--- src/rtl/aack_pkg.sv ---
package aack_pkg;

    typedef enum logic [2:0] {
        ST_LISTEN       = 3'd0,
        ST_LISTEN_GATED = 3'd1,
        ST_RX_EVAL      = 3'd2,
        ST_ACK_WAIT     = 3'd3,
        ST_ACK_TX       = 3'd4
    } aack_state_t;

    typedef logic [2:0] trac_t;

    localparam trac_t TRAC_OK   = 3'd0;
    localparam trac_t TRAC_WAIT = 3'd1;
    localparam trac_t TRAC_IDLE = 3'd7;

    typedef struct packed {
        logic good;
        logic want_ack;
    } frame_info_t;

    typedef struct packed {
        logic level;
        logic rise;
        logic fall;
    } trig_ev_t;

    function automatic frame_info_t judge_frame(input logic filt, input logic fcs,
                                                input logic req);
        frame_info_t f;
        f.good     = filt & fcs;
        f.want_ack = req;
        return f;
    endfunction

    function automatic logic is_listening(input aack_state_t s);
        return (s == ST_LISTEN) || (s == ST_LISTEN_GATED);
    endfunction

endpackage

--- src/rtl/trig_edge_sync.sv ---
module trig_edge_sync
    import aack_pkg::*;
#(
    parameter int SYNC_STAGES = 2
) (
    input  logic     clk,
    input  logic     rst,
    input  logic     pin_async,
    output trig_ev_t ev
);
    localparam int LAST = SYNC_STAGES - 1;

    logic [SYNC_STAGES-1:0] stage_q;
    logic                   prev_q;

    genvar g;
    generate
        for (g = 0; g < SYNC_STAGES; g++) begin : g_stage
            logic q;
            if (g == 0) begin : g_first
                always_ff @(posedge clk) begin
                    if (rst) q <= 1'b0;
                    else     q <= pin_async;
                end
            end else begin : g_next
                always_ff @(posedge clk) begin
                    if (rst) q <= 1'b0;
                    else     q <= g_stage[g-1].q;
                end
            end
            assign stage_q[g] = q;
        end
    endgenerate

    always_ff @(posedge clk) begin
        if (rst) prev_q <= 1'b0;
        else     prev_q <= stage_q[LAST];
    end

    always_comb begin
        ev.level = stage_q[LAST];
        ev.rise  = stage_q[LAST] & ~prev_q;
        ev.fall  = ~stage_q[LAST] & prev_q;
    end
endmodule

--- src/rtl/symbol_hold_timer.sv ---
module symbol_hold_timer #(
    parameter int HOLD_SYMS = 3
) (
    input  logic clk,
    input  logic rst,
    input  logic clear,
    input  logic tick,
    output logic ready
);
    localparam int CW = $clog2(HOLD_SYMS + 1) + 1;
    localparam logic [CW-1:0] LIMIT = CW'(HOLD_SYMS);

    logic [CW-1:0] cnt_q;

    always_ff @(posedge clk) begin
        if (rst)                        cnt_q <= '0;
        else if (clear)                 cnt_q <= '0;
        else if (tick && cnt_q < LIMIT) cnt_q <= cnt_q + 1'b1;
    end

    assign ready = (cnt_q >= LIMIT);
endmodule

--- src/rtl/aack_fsm.sv ---
module aack_fsm
    import aack_pkg::*;
(
    input  logic        clk,
    input  logic        rst,
    input  trig_ev_t    ev,
    input  logic        frame_end,
    input  frame_info_t finfo,
    input  logic        slotted,
    input  logic        hold_ready,
    input  logic        ack_done,
    output logic        timer_clear,
    output logic        clk_en,
    output logic        ack_pulse,
    output logic        irq_pulse,
    output trac_t       trac
);
    aack_state_t st_q, st_n;
    frame_info_t info_q, info_n;
    logic        origin_gated_q, origin_gated_n;
    logic        pend_q, pend_n;
    logic        ack_q, ack_n;
    logic        irq_q, irq_n;
    trac_t       trac_q, trac_n;

    always_comb begin
        st_n           = st_q;
        info_n         = info_q;
        origin_gated_n = origin_gated_q;
        pend_n         = pend_q;
        ack_n          = 1'b0;
        irq_n          = 1'b0;
        trac_n         = trac_q;

        unique case (st_q)
            ST_LISTEN: begin
                if (frame_end) begin
                    st_n           = ST_RX_EVAL;
                    info_n         = finfo;
                    origin_gated_n = 1'b0;
                    irq_n          = finfo.good;
                end else if (ev.rise && !slotted) begin
                    st_n = ST_LISTEN_GATED;
                end
            end
            ST_LISTEN_GATED: begin
                if (frame_end) begin
                    st_n           = ST_RX_EVAL;
                    info_n         = finfo;
                    origin_gated_n = !ev.fall && !slotted;
                    irq_n          = finfo.good;
                end else if (slotted || ev.fall) begin
                    st_n = ST_LISTEN;
                end
            end
            ST_RX_EVAL: begin
                pend_n = ev.rise;
                if (!info_q.good) begin
                    trac_n = TRAC_IDLE;
                    st_n   = (origin_gated_q && !slotted) ? ST_LISTEN_GATED : ST_LISTEN;
                end else if (!info_q.want_ack) begin
                    trac_n = TRAC_OK;
                    st_n   = ST_LISTEN;
                end else if (slotted) begin
                    trac_n = TRAC_WAIT;
                    st_n   = ST_ACK_WAIT;
                end else begin
                    st_n  = ST_ACK_TX;
                    ack_n = 1'b1;
                end
            end
            ST_ACK_WAIT: begin
                if (ev.rise) pend_n = 1'b1;
                if (hold_ready && (pend_q || ev.rise)) begin
                    st_n   = ST_ACK_TX;
                    ack_n  = 1'b1;
                    pend_n = 1'b0;
                end
            end
            ST_ACK_TX: begin
                if (ack_done) begin
                    st_n   = ST_LISTEN;
                    trac_n = TRAC_OK;
                end
            end
            default: st_n = ST_LISTEN;
        endcase
    end

    always_ff @(posedge clk) begin
        if (rst) begin
            st_q           <= ST_LISTEN;
            info_q         <= '0;
            origin_gated_q <= 1'b0;
            pend_q         <= 1'b0;
            ack_q          <= 1'b0;
            irq_q          <= 1'b0;
            trac_q         <= TRAC_IDLE;
        end else begin
            st_q           <= st_n;
            info_q         <= info_n;
            origin_gated_q <= origin_gated_n;
            pend_q         <= pend_n;
            ack_q          <= ack_n;
            irq_q          <= irq_n;
            trac_q         <= trac_n;
        end
    end

    assign timer_clear = frame_end && is_listening(st_q);
    assign clk_en      = !((st_q == ST_LISTEN_GATED) ||
                           (st_q == ST_RX_EVAL && origin_gated_q));
    assign ack_pulse   = ack_q;
    assign irq_pulse   = irq_q;
    assign trac        = trac_q;
endmodule

--- src/rtl/aack_rx_ctrl.sv ---
module aack_rx_ctrl
    import aack_pkg::*;
#(
    parameter int SYNC_STAGES = 2,
    parameter int HOLD_SYMS   = 3
) (
    input  logic       clk,
    input  logic       rst,
    input  logic       trig_pin,
    input  logic       frame_end,
    input  logic       filt_ok,
    input  logic       fcs_ok,
    input  logic       ack_req,
    input  logic       slotted_mode,
    input  logic       sym_tick,
    input  logic       ack_done,
    output logic       clk_out_en,
    output logic       ack_start,
    output logic       frame_irq,
    output logic [2:0] trac_code
);
    trig_ev_t    trig_ev;
    frame_info_t finfo;
    logic        hold_ready;
    logic        timer_clear;
    trac_t       trac_w;

    assign finfo = judge_frame(filt_ok, fcs_ok, ack_req);

    trig_edge_sync #(.SYNC_STAGES(SYNC_STAGES)) u_sync (
        .clk       (clk),
        .rst       (rst),
        .pin_async (trig_pin),
        .ev        (trig_ev)
    );

    symbol_hold_timer #(.HOLD_SYMS(HOLD_SYMS)) u_timer (
        .clk   (clk),
        .rst   (rst),
        .clear (timer_clear),
        .tick  (sym_tick),
        .ready (hold_ready)
    );

    aack_fsm u_fsm (
        .clk         (clk),
        .rst         (rst),
        .ev          (trig_ev),
        .frame_end   (frame_end),
        .finfo       (finfo),
        .slotted     (slotted_mode),
        .hold_ready  (hold_ready),
        .ack_done    (ack_done),
        .timer_clear (timer_clear),
        .clk_en      (clk_out_en),
        .ack_pulse   (ack_start),
        .irq_pulse   (frame_irq),
        .trac        (trac_w)
    );

    assign trac_code = trac_w;
endmodule

--- config.mk ---
export PLATFORM = sky130hd
export DESIGN_NAME = aack_rx_ctrl
export DESIGN_NICKNAME = d
export VERILOG_FILES = /design/src/rtl/aack_pkg.sv /design/src/rtl/trig_edge_sync.sv /design/src/rtl/symbol_hold_timer.sv /design/src/rtl/aack_fsm.sv /design/src/rtl/aack_rx_ctrl.sv
export SDC_FILE = /design/constraint.sdc
export NUM_CORES = 1
export LEC_CHECK = 0
export BUFFER_PORTS_ARGS = -buffer_cell sky130_fd_sc_hd__buf_4
export CORE_AREA = 2 2 43 45
export DETAILED_ROUTE_END_ITERATION = 8
export DIE_AREA = 0 0 45 47
export GPL_TIMING_DRIVEN = 0
export PLACE_DENSITY = 0.68
export REMOVE_ABC_BUFFERS = 1
export SLEW_MARGIN = 25
export SYNTH_ARGS = -nofsm -noshare
export SYNTH_HDL_FRONTEND = slang
export SYNTH_SLANG_ARGS = --single-unit
--- constraint.sdc ---
create_clock -name clk -period 3.1 [get_ports clk]
set_clock_uncertainty 0.15 [all_clocks]
set_input_delay 0.465 -clock clk [delete_from_list [all_inputs] [get_ports clk]]
set_output_delay 0.465 -clock clk [all_outputs]
set_load 0.01 [all_outputs]
==> impl_metrics.ini <==
[placed_design]
place_congestion = 0.8231
dpl_worst_slack_ns = 1.440
placed_area_um2 = 899.6
dp.final_hpwl_mm = 1.099
port_buffers = 15

[clock_tree]
clockBufferDepth = 2
cts_hold_buf = 0
clock_sinks = 17
post-cts-setup-buffers = 0
cts_buffers = 3
ctsRootBufferMaster = clkbuf_4
h-tree-depth = 1
worstSkewPairLatency_ns = 0.29
clkTransAtPathRegs_ns = 0.09
tritoncts = yes
cts_resized = 0

[power_and_ir_drop]
powerDensity_nw_per_um2 = 435.2
p_leak_nw = 0.3655
vdd_drop_max_mv = 0.3108

[timing]
setup_viol = 0
relSlewSlack_pct = 74.93
period_needed_ns = 1.912
rsz0062_at_grt = no
slew_violations = 0
hold_viol_final = 0
tightest_slew_ns = 0.3709
setup_tns_ns = 0
fin_crit_sh_pct = 61.66
max_freq_ghz = 0.5231
layout_setup_ws_ns = 1.188
hold_slack_ns = 0.2308

[yosys]
syn_avg_cell_area_um2 = 8.446
yosysSeqAreaShare_pct = 43.80
netlist_area_um2 = 777.0
yosysWarnings = 0
synth.distinct_cells = 27
syn_inst = 92
synth-seq-cells = 17

[global_route]
grt_pass1_vias = 593
grt_pass1_wl_mm = 2.415
grt_usage_pct = 16.20
antenna_found_initial = 0
grt_start_max_net_pins = 16
grt-ovfl-total = 0

[detailed_routing]
wirelength_mm = 1.403
drc_errors = 0
drt-initial-drc-count = 14
firstDrtPassIters = 4
vias = 666
routedWlPerCell_um = 11.13
antenna_left = 0
viasPerCell = 5.286

[critical_path]
cp_top_family = flip-flops
cp_data_arrival_time_ns = 1.30
path_buf_inv = 2
path_cells = inv_1 -> o21ai_0 -> nand2b_1 -> buf_4
crit_required_ns = 2.48
max_stage_delay_ns = 0.46
critPathLaunchType = flop
critPathMaxFanout = 7
cpMaxStageDelayCell = dfxtp_1
critPathCaptureType = primary output
worstSetupPathType = reg2out

[flow_run]
max_cap_violations = 0

[cells_and_area]
nNetsFinal = 122
diodes = 0
drive_gt1_share_pct = 18.35
area_growth_pct = 19.16
stdcell_area_um2 = 925.9

[die]
io_pins = 16
die_w_um = 45
row_count = 15
coreArea_um2 = 1652
start_util_pct = 47.05
die_height_um = 47
die_area_um2 = 2115

[run_status]
status = finished clean

[worst_hold_path]
hold_path.class = in2reg
sequential cells by signal, summed over array words and instances, names as in the netlist:
register / flops
u_fsm.origin_gated_q: 1
u_timer.cnt_q: 3
u_fsm.pend_q: 1
u_sync.prev_q: 1
u_fsm.trac: 2
u_fsm.st_q: 3
u_fsm.info_q: 2
u_fsm.ack_pulse: 1
u_sync.g_stage.q: 2
u_fsm.irq_pulse: 1
cell type report:
cell class              instances  area, um^2
fillers                       167       725.7
multi-input cells              69       410.4
flip-flops and latches         17       340.3
repair buffers                 15       112.6
clock buffers                   4       26.28
well taps                      17       21.27
inverters                       4       15.01
logic make-up after synthesis:
logic type,Yosys count,synth area share (%)
AO/OA/AOI/OAI,25,19.81
flip-flops,17,43.80
buffers and inverters,6,3.381
AND/OR/NAND/NOR,41,28.34
multiplexers,1,1.449
adder cells (fa/ha/maj),2,3.220
routing by layer:
layer / wire [um] / track usage, % / vias to the layer above
met5: 0 / 0 / -
met4: 42 / 12.35 / 0
met3: 43 / 2.308 / 5
met2: 710 / 28.29 / 9
met1: 607 / 17.80 / 294
li1: - / - / 358
path summary, 6_finish.rpt:
kind | from | to | slack, ns | depth (start not counted)
min reg2reg | u_sync.g_stage[0].q$_SDFF_PP0_ | u_sync.g_stage[1].q$_SDFF_PP0_ | 0.31 | 1
max reg2reg | u_timer.cnt_q[0]$_SDFFE_PP0P_ | u_fsm.st_q[2]$_SDFFE_PP0P_ | 1.44 | 6
min | trig_pin | u_sync.g_stage[0].q$_SDFF_PP0_ | 0.23 | 2
max | u_fsm.st_q[0]$_SDFFE_PP0P_ | clk_out_en | 1.19 | 4
synthesized netlist by cell type:
library cell / number / area share (%)
nand2b_1: 4 / 3.2
a31oi_1: 1 / 0.81
a21oi_1: 8 / 5.2
nand3_1: 3 / 1.9
a21o_1: 1 / 0.97
mux2_2: 1 / 1.4
inv_1: 4 / 1.9
nor2_1: 6 / 2.9
o31ai_1: 1 / 0.97
nor4b_1: 1 / 1.1
o21bai_1: 2 / 1.9
nand3b_1: 3 / 2.9
o21ai_0: 7 / 4.5
nor3b_2: 1 / 1.6
ha_1: 2 / 3.2
a211oi_1: 3 / 2.9
buf_4: 1 / 0.97
nor3b_1: 1 / 0.97
or2b_1: 1 / 0.97
a221o_1: 2 / 2.6
nand2_1: 12 / 5.8
nor2b_1: 4 / 3.2
dfxtp_1: 17 / 44
clkbuf_1: 1 / 0.48
and2b_1: 1 / 0.97
nor3_1: 3 / 1.9
and2_1: 1 / 0.81
placed cells by master (no fill, tap or decap), types with 2 or more instances in the layout:
| cell type | instances |
|---|---|
| a221o_1 | 2 |
| ha_1 | 2 |
| nand2b_1 | 4 |
| o21ai_0 | 7 |
| o21bai_1 | 2 |
| a211oi_1 | 3 |
| nor3_1 | 3 |
| nand2_1 | 12 |
| dfxtp_1 | 17 |
| nor2_1 | 6 |
| buf_4 | 15 |
| inv_1 | 4 |
| nand3_1 | 3 |
| nor2b_1 | 4 |
| a21oi_1 | 8 |
| clkbuf_4 | 3 |
| nand3b_1 | 3 |
worst register-to-register path: stages, from the launching register on:
cell and delay [ns]:
dfxtp_1 0.36, ha_1 0.21, ha_1 0.17, a211oi_1 0.23, o21bai_1 0.17, mux2_2 0.19
o31ai_1 0.06
metrics by stage:
step / util (%) / total power, mW / instances
2_1_floorplan: - / 0.2672 / 90
5_1_grt: 56.06 / 0.4248 / 126
6_report: 56.06 / 0.4030 / 126
3_3_place_gp: 54.47 / 0.2914 / 122
3_5_place_dp: 54.47 / 0.2919 / 122
4_1_cts: 56.06 / 0.4087 / 126
power by group:
| group | total (mW) | internal (mW) | switching, mW |
|---|---|---|---|
| sequential | 0.236 | 0.227 | 0.00850 |
| clock | 0.117 | 0.0501 | 0.0666 |
| combinational | 0.0507 | 0.0262 | 0.0245 |
No activity file was read; power rests on OpenSTA's default activity.
